`src/rtl/sysctl_regs.sv`:
```
module sysctl_regs #(
  parameter logic [31:0] VERSION     = 32'h2004_1743,
  parameter logic [31:0] CPUWAIT_RST = 32'h0000_0003,
  parameter logic [31:0] VTOR0_RST   = 32'h1000_0000,
  parameter logic [31:0] VTOR1_RST   = 32'h1000_0000
) (
  input  logic        clk,
  input  logic        rst_n,
  input  logic        ext_en,
  input  logic        rd_en,
  input  logic        wr_en,
  input  logic [11:0] addr,
  input  logic [1:0]  size,
  input  logic [31:0] wdata,
  output logic [31:0] rdata,
  output logic        err,
  output logic        sys_reset_req,
  output logic [1:0]  core_release,
  output logic [31:0] vtor0,
  output logic [31:0] vtor1
);
  localparam bit EXT_OK = (VERSION[31:28] == 4'd2);
  localparam int NSRAM  = 4;

  localparam logic [11:0] A_DBG    = 12'h000;
  localparam logic [11:0] A_DBGSET = 12'h004;
  localparam logic [11:0] A_DBGCLR = 12'h008;
  localparam logic [11:0] A_SCSEC  = 12'h00C;
  localparam logic [11:0] A_FDIV   = 12'h010;
  localparam logic [11:0] A_SDIV   = 12'h014;
  localparam logic [11:0] A_CFRC   = 12'h018;
  localparam logic [11:0] A_SYN    = 12'h100;
  localparam logic [11:0] A_RMSK   = 12'h104;
  localparam logic [11:0] A_SWRST  = 12'h108;
  localparam logic [11:0] A_GRET   = 12'h10C;
  localparam logic [11:0] A_SV0    = 12'h110;
  localparam logic [11:0] A_SV1    = 12'h114;
  localparam logic [11:0] A_CPUW   = 12'h118;
  localparam logic [11:0] A_NMI    = 12'h11C;
  localparam logic [11:0] A_WIC    = 12'h120;
  localparam logic [11:0] A_PDSYS  = 12'h200;
  localparam logic [11:0] A_PD0    = 12'h20C;
  localparam logic [11:0] A_PD3    = 12'h218;
  localparam logic [11:0] A_ID0    = 12'hFD0;

  logic [31:0] secdbg, syndrome, rmask, gret, sv0, sv1, cpuwait, wic;
  logic [31:0] scsec, fdiv, sdiv, cfrc, nmi, pdsys;
  logic [31:0] pd_sram [NSRAM];

  logic        ext;
  logic [11:0] wa;
  logic [31:0] lane, wv, rv;
  logic        rbad, wbad, in_pd, in_id, unused_lo;
  logic [1:0]  pk;
  logic [3:0]  idk;

  assign ext       = EXT_OK && ext_en;
  assign wa        = {addr[11:2], 2'b00};
  assign unused_lo = ^addr[1:0];
  assign lane      = (size == 2'd0) ? 32'h0000_00FF :
                     (size == 2'd1) ? 32'h0000_FFFF : 32'hFFFF_FFFF;
  assign wv        = wdata & lane;
  assign in_pd     = (wa >= A_PD0) && (wa <= A_PD3);
  assign in_id     = (wa >= A_ID0);
  assign pk        = 2'(wa[5:2] - 4'd3);
  assign idk       = wa[5:2] - 4'd4;
  assign vtor0     = sv0;
  assign vtor1     = sv1;

  function automatic logic [7:0] id_byte(input logic [3:0] k);
    case (k)
      4'd0:    return 8'h04;
      4'd4:    return 8'h54;
      4'd5:    return 8'hB8;
      4'd6:    return 8'h0B;
      4'd8:    return 8'h0D;
      4'd9:    return 8'hF0;
      4'd10:   return 8'h05;
      4'd11:   return 8'hB1;
      default: return 8'h00;
    endcase
  endfunction

  always_comb begin
    rv   = '0;
    rbad = 1'b0;
    wbad = 1'b0;
    case (wa)
      A_DBG:                     begin rv = secdbg; wbad = 1'b1; end
      A_DBGSET, A_DBGCLR, A_SWRST: rbad = 1'b1;
      A_SYN:                     rv = syndrome;
      A_RMSK:                    rv = rmask;
      A_GRET:                    rv = gret;
      A_SV0:                     rv = sv0;
      A_CPUW:                    rv = cpuwait;
      A_WIC:                     rv = wic;
      A_NMI:                     begin rv = ext ? nmi : '0; wbad = !ext; end
      A_SCSEC:                   if (ext) rv = scsec; else begin rbad = 1'b1; wbad = 1'b1; end
      A_FDIV:                    if (ext) rv = fdiv;  else begin rbad = 1'b1; wbad = 1'b1; end
      A_SDIV:                    if (ext) rv = sdiv;  else begin rbad = 1'b1; wbad = 1'b1; end
      A_CFRC:                    if (ext) rv = cfrc;  else begin rbad = 1'b1; wbad = 1'b1; end
      A_SV1:                     if (ext) rv = sv1;   else begin rbad = 1'b1; wbad = 1'b1; end
      A_PDSYS:                   if (ext) rv = pdsys; else begin rbad = 1'b1; wbad = 1'b1; end
      default: begin
        if (in_id) begin
          rv   = {24'd0, id_byte(idk)};
          wbad = 1'b1;
        end else if (in_pd && ext) begin
          rv = pd_sram[pk];
        end else begin
          rbad = 1'b1;
          wbad = 1'b1;
        end
      end
    endcase
  end

  always_ff @(posedge clk or negedge rst_n) begin
    if (!rst_n) begin
      rdata         <= '0;
      err           <= 1'b0;
      sys_reset_req <= 1'b0;
      core_release  <= '0;
      secdbg        <= '0;
      syndrome      <= 32'd1;
      rmask         <= '0;
      gret          <= '0;
      sv0           <= VTOR0_RST;
      sv1           <= VTOR1_RST;
      cpuwait       <= CPUWAIT_RST;
      wic           <= '0;
      scsec         <= '0;
      fdiv          <= '0;
      sdiv          <= '0;
      cfrc          <= '0;
      nmi           <= '0;
      pdsys         <= 32'h7F;
      for (int i = 0; i < NSRAM; i++) pd_sram[i] <= '0;
    end else begin
      err           <= (rd_en && rbad) || (wr_en && wbad);
      sys_reset_req <= wr_en && (wa == A_SWRST) && wv[9];
      core_release  <= (wr_en && wa == A_CPUW) ? (cpuwait[1:0] & ~wv[1:0]) : 2'b00;
      if (rd_en) rdata <= rv & lane;
      if (wr_en && !wbad) begin
        case (wa)
          A_DBGSET: secdbg   <= secdbg | wv;
          A_DBGCLR: secdbg   <= secdbg & ~wv;
          A_SYN:    syndrome <= wv;
          A_RMSK:   rmask    <= wv;
          A_GRET:   gret     <= wv;
          A_SV0:    sv0      <= wv;
          A_SV1:    sv1      <= wv;
          A_CPUW:   cpuwait  <= wv;
          A_WIC:    wic      <= wv;
          A_NMI:    nmi      <= wv;
          A_SCSEC:  scsec    <= wv;
          A_FDIV:   fdiv     <= wv;
          A_SDIV:   sdiv     <= wv;
          A_CFRC:   cfrc     <= wv;
          A_PDSYS:  pdsys    <= wv;
          default:  if (in_pd) pd_sram[pk] <= wv;
        endcase
      end
    end
  end

  a_r5_release_leaves_bit_clear: assert property (@(posedge clk) disable iff (!rst_n)
    core_release[0] |-> !cpuwait[0]);
  a_r5_release_leaves_bit1_clear: assert property (@(posedge clk) disable iff (!rst_n)
    core_release[1] |-> !cpuwait[1]);
  a_r10_err_needs_access: assert property (@(posedge clk) disable iff (!rst_n)
    err |-> $past(rd_en || wr_en));
  a_r10_bad_read_is_zero: assert property (@(posedge clk) disable iff (!rst_n)
    (err && $past(rd_en) && !$past(wr_en)) |-> (rdata == 32'd0));
  a_r6_vtor0_quiet: assert property (@(posedge clk) disable iff (!rst_n)
    !$past(wr_en) |-> $stable(vtor0));
  a_r3_debug_quiet: assert property (@(posedge clk) disable iff (!rst_n)
    !$past(wr_en) |-> $stable(secdbg));
  a_r4_reset_req_needs_write: assert property (@(posedge clk) disable iff (!rst_n)
    sys_reset_req |-> $past(wr_en));
endmodule

```
`config.mk`:
```
export PLATFORM = sky130hd
export DESIGN_NAME = sysctl_regs
export DESIGN_NICKNAME = d
export VERILOG_FILES = /design/src/rtl/sysctl_regs.sv
export SDC_FILE = /design/constraint.sdc
export NUM_CORES = 1
export LEC_CHECK = 0
export ABC_AREA = 1
export BUFFER_PORTS_ARGS = -buffer_cell sky130_fd_sc_hd__buf_4
export CAP_MARGIN = 40
export CORE_UTILIZATION = 30
export CTS_BUF_LIST = sky130_fd_sc_hd__clkbuf_4
export CTS_CLUSTER_DIAMETER = 60
export DETAILED_ROUTE_END_ITERATION = 12
export PLACE_DENSITY = 0.55
export SETUP_SLACK_MARGIN = 0.3
export SLEW_MARGIN = 0
export SYNTH_ARGS = -nofsm -noshare
export SYNTH_HDL_FRONTEND = slang
export SYNTH_SLANG_ARGS = --single-unit
```
`constraint.sdc`:
```
create_clock -name clk -period 1.2 [get_ports clk]
set_input_delay 0.3 -clock clk [delete_from_list [all_inputs] [get_ports clk]]
set_output_delay 0.3 -clock clk [all_outputs]
set_load 0.02 [all_outputs]
```
# --- After elaboration in Yosys (flattened, before gate mapping) ---
# Memories as Yosys holds them, arrays and structs flattened.
# Index checks and enable logic that the tools add are counted.
op_classes:
  add_sub_neg: 2
  order_cmp: 5
  eq_ne: 17
  mux: 26
  n_bitwise: 9
  n_reduce_logical: 35
ops:
  columns: ["op", "count"]
  rows:
  - ["$pmux W32 S15", 1]
  - ["$mux W32", 14]
  - ["$bwmux W128", 1]
  - ["$and A32 B32 Y32", 3]
  - ["$eq A10 B7 Y1 const B", 9]
  - ["$bmux W32 S2", 1]
  - ["$demux W32 S2", 1]
  - ["$pmux W32 S2", 1]
  - ["$not A32 Y32", 1]
  - ["$or A32 B32 Y32", 1]
  - ["$eq A10 B3 Y1 const B", 3]
  - ["$reduce_and A2 Y1", 14]
  - ["$eq A10 B2 Y1 const B", 2]
  - ["$reduce_or A15 Y1", 1]
  - ["$ge A12 B10 Y1 const B", 1]
  - ["$ge A12 B12 Y1 const B", 1]
  - ["$le A12 B10 Y1 const B", 1]
  - ["$logic_not A12 Y1", 1]
  - ["$eq A10 B1 Y1 const B", 1]
  - ["$eq A10 B8 Y1 const B", 1]
  - ["$logic_and A1 B1 Y1", 9]
  - ["$reduce_or A9 Y1", 1]
  - ["$reduce_or A8 Y1", 1]
  - ["$reduce_or A6 Y1", 1]
  - ["other kinds (19)", 23]
totals:
  regBits: 612
  mem_bits_ro: 128
  input_bits: 51
  output_inout_bits: 100
  elab_cells: 117
  mem_count: 1
memory_table:
  columns: ["memory", "depth", "word_bits", "rd", "rd_clocked_by_memory_dff", "wr", "line_no", "rtl"]
  rows:
  - ["(no name shown)", 16, 8, 1, 0, 0, "71", "case (k)"]

# --- Logic depth before layout (Yosys ltp) ---
logic_depth:
  word_depth: 9
  mapped_depth: 20
  ltp_nobuf: 16

# --- Least setup slack after synthesis ---
# Ideal clock, no wire load.
synth_path:
  path_kind: "input to register"
  startpoint: "input addr[2]"
  endpoint: "register sv0[10], in the netlist vtor0[10]"
  setup_time_ps: 126
  arrival_ps: 2804
  t_required_ps: 1074
  path_slack_ps: -1730
  cell_stages: 16
  n_path_buf: 5
  path_cell_list: "inv_1 clkbuf_1 clkbuf_1 ha_1 clkbuf_1 nand3_1 nor2_1 nor2_1 nand2_1 nor2_1 nand3_1 buf_6 nand3_4 nor2_2 clkbuf_2 o21ai_0"
synth_between:
  elab_chain_len: 9
  elab_cells_between_ends: 30
  cone_classes: "order compare (3); eq/ne (16); mux (3); reduce/logical (8)"
synth_lines:
  columns: ["element", "line_no", "rtl"]
  rows:
  - ["start, declared", "12", "input logic [11:0] addr,"]
  - ["$ge A12 B10 Y1 / $le A12 B10 Y1 (equally long branches)", "63", "assign in_pd = (wa >= A_PD0) && (wa <= A_PD3);"]
  - ["$logic_and A1 B1 Y1", "63", null]
  - ["$logic_and A1 B1 Y1", "108", "end else if (in_pd && ext) begin"]
  - ["$mux W1", "108", null]
  - ["$mux W1", "105", "if (in_id) begin"]
  - ["$pmux W1 S4", "88", "case (wa)"]
  - ["$logic_not A1 Y1", "144", "if (wr_en && !wbad) begin"]
  - ["$logic_and A1 B1 Y1", "144", null]
  - ["$reduce_and A2 Y1 (no source line) (*)", null, null]
  - ["end signal, assigned", "151", "A_SV0: sv0 <= wv;"]
  - ["end, declared", "46", "logic [31:0] secdbg, syndrome, rmask, gret, sv0, sv1, cpuwait, wic;"]
# Mark *: on every way between the ends. The rest lies on a longest branch, timed or not.
# A chain may end at the register's enable or synchronous reset.

# --- Final worst setup path ---
layout_path:
  startpoint: "register sv0[19], in the netlist vtor0[19]"
  endpoint: "output vtor0[19]"
layout_lines:
  columns: ["element", "line_no", "rtl"]
  rows:
  - ["end, declared", "19", "output logic [31:0] vtor0,"]
# No word-level cell between the ends.

==> flow_metrics.env <==
export IMPL_status="complete, but fails checks"
export IMPL_failed_checks="hold timing, setup timing"
export IMPL_crit_path_frequent_cell="buf_6"
export IMPL_synthCells=3622
export IMPL_drtIter0Drc=4159
export IMPL_synth_xor_area_share=0
export IMPL_cp_max_fo=2
export IMPL_max_slew_worst_pin_slew_ps=1020
export IMPL_num_fill_cells=8802
export IMPL_grt_antenna_before_repair=1
export IMPL_ys_warn_count=0
export IMPL_cts_tree="yes"
export IMPL_io_pins=151
export IMPL_critPathTopFamily="flip-flops"
export IMPL_die_x_um=312
export IMPL_syn_nets=3682
export IMPL_final_common_cell="nand2_1"
export IMPL_synth_compound_area_share=0.138
export IMPL_critPathSlowestCell="dfrtp_1"
export IMPL_leakagePower_uw=0.0217
export IMPL_hold_viol=1
export IMPL_synth_top_area_frac=0.522
export IMPL_min_delay_start="addr[11]"
export IMPL_setup_viol=965
export IMPL_vias_per_cell=5.39
export IMPL_relSlewSlack=0.319
export IMPL_drv_slew=0
export IMPL_fin_crit_sh=1.75
export IMPL_cp_required_ps=900
export IMPL_track_usage=0.264
export IMPL_min_delay_path_class="primary input to flop"
export IMPL_synth_area_um2=28800
export IMPL_wl_per_cell_um=24.6
export IMPL_die_y_um=312
export IMPL_start_util=0.303
export IMPL_drc=0
export IMPL_vias=31200
export IMPL_async_flop_share=1.00
export IMPL_dr_pass1_iters=7
export IMPL_htreeDepth=4
export IMPL_synthSimpleGateAreaFrac=0.252
export IMPL_crit_buf_inv=2
export IMPL_finalPower_uw=43200
export IMPL_ir_drop_mv=0.700
export IMPL_row_count=113
export IMPL_arrival_ps=1800
export IMPL_p_per_area_nw_per_um2=950
export IMPL_synth_seq_cells=612
export IMPL_cts_buffers=165
export IMPL_max_freq_mhz=476
export IMPL_clock_sinks=612
export IMPL_end_kind="output pin"
export IMPL_drv_cap=0
export IMPL_r2r_start="pd_sram[99]"
export IMPL_drt_total_wl_um=142000
export IMPL_ant_nets=0
export IMPL_period_minus_slack_ps=2100
export IMPL_synth_top_family_by_area="simple AND/OR/NAND/NOR gates"
export IMPL_fin_skew_ps=72.9
export IMPL_synthMuxAreaShare=0
export IMPL_grt_pass1_wl_um=191000
export IMPL_fin_util=0.479
export IMPL_synth_seq_area_share=0.533
export IMPL_max_stage_delay_ps=420
export IMPL_crit_start="vtor0[19]"
export IMPL_synth_cell_types=34
export IMPL_synthTopCellsByArea="dfrtp_1 (52%), nand2_1 (16%), o21ai_0 (9.7%), nand3_1 (5.3%), inv_1 (3.2%)"
export IMPL_path_cells="buf_6 > buf_6"
export IMPL_globalRoute_totalOverflow=0
export IMPL_place_detailed_hpwl_um=76600
export IMPL_cts_root_buf="clkbuf_4"
export IMPL_rsz0062_at_grt="yes"
export IMPL_final_cell_mix="nand2_1 (796), dfrtp_1 (598), buf_4 (355)"
export IMPL_synth_area_leader_cell="dfrtp_1"
export IMPL_hold_ws_ps=-11.8
export IMPL_place_gp_congestion=0.912
export IMPL_setup_ws_ps=-903
export IMPL_fin_setup_tns_ps=-415400
export IMPL_syn_area_per_cell_um2=7.94
export IMPL_port_buffers=148
export IMPL_synth_main_ff_cell="dfrtp_1"
export IMPL_path_clk_slew_ps=70
export IMPL_synth_fa_ha_area_frac=0.00392
export IMPL_core_area_um2=95000
export IMPL_clock_latency_ps=1070
export IMPL_grt_max_degree=65
export IMPL_die_area_um2=97100
export IMPL_grt_pass1_vias=28800
export IMPL_synth_edf_count=0
export IMPL_final_nets=4449
export IMPL_cts_buffer_depth=3
export IMPL_area_growth_pct=58.1
export IMPL_drive_gt1_frac=0.381
export IMPL_start_kind="flop"
export IMPL_crit_type="flop to output pin"
## synth_stat cells (all sizes together), types with 7 or more instances
library cell,number
nand2,1192
dfrtp,600
o21ai,560
nand3,304
inv,246
clkbuf,209
nor2,182
buf,61
o22ai,60
nand4,41
nor3,37
a21oi,35
o31ai,32
o2111a,21
dfstp,12
ha,9
a32o,7
## sequential cells by signal (all words and copies together) (netlist names), named ones only
register and cells:
wic 32, core_release 2, rmask 32, err 1
pd_sram 128, rdata 32, pdsys 32, fdiv 32
sys_reset_req 1, vtor1 32, cfrc 32, vtor0 32
nmi 32, cpuwait 32, gret 32, scsec 32
syndrome 32, sdiv 32
## per-layer routing
metal	vias to the layer above	GRT usage	wire length, um
li1	13500	-	-
met2	1969	0.396	61700
met4	0	0.121	7880
met3	487	0.0568	16300
met1	15200	0.363	56400
met5	-	0	0
## logic make-up (layout without fill, tap and decap cells)
family                     count (synthesis)  after routing
and+or+nand+nor                         1759           1759
adders and majority gates                  9              9
buffers and inverters                    520           1420
AOI/OAI and AO/OA                        722            722
other                                      0              1
DFF                                      612            612
## power breakdown
group / switching (uW) / internal [uW] / total [uW] / leakage (uW)
logic: 2240 / 1160 / 3400 / 0.0124
registers: 12.3 / 20600 / 20700 / 0.00802
clock network: 9640 / 9500 / 19100 / 0.00123
## tightest hold or removal path: cells and delay by family
kind                   cells  cell delay (ps)
buffers and inverters      4              490
AND/OR/NAND/NOR            3              200
## final timing paths
path	end	slack [ps]	depth (start not counted)
setup / recovery	vtor0[19]	-900	2
hold reg to reg	flop	470	2
max in group asynchronous	scsec[11]	-180	6
hold / removal	sys_reset_req	-10	7
setup reg to reg	rdata[3]	-310	7
min in group asynchronous	pd_sram[123]	580	4
## metrics by stage
step           area [um^2]  setup slack (ps)  cells
2_1_floorplan        29000             -1490   3622
3_3_place_gp         35000             -1440   5188
3_5_place_dp         35000             -1450   5188
4_1_cts              42400              -970   5714
5_1_grt              45500              -944   5788
6_report             45500              -903   5788
## area by class of cell
class                      instances  area [um^2]  share of cell area
antenna                            1         2.50           0.0000550
clock buffer                     235         1760              0.0388
clock inverter                    65          329             0.00724
inverter                         250          970              0.0213
multi-input combinational       2490        14200               0.313
sequential                       612        15300               0.337
tap                             1265         1580              0.0348
timing repair buffer             870        11300               0.248
## repair_timing
action	in CTS	in global routing
hold endpoints to repair	1214	8
cloned	64	34
gates resized for setup	655	607
setup buffers	114	35
pin swaps	105	94
hold buffers	48	3
setup endpoints to repair	711	1278
Note: power is estimated with default switching activity, not from simulation.
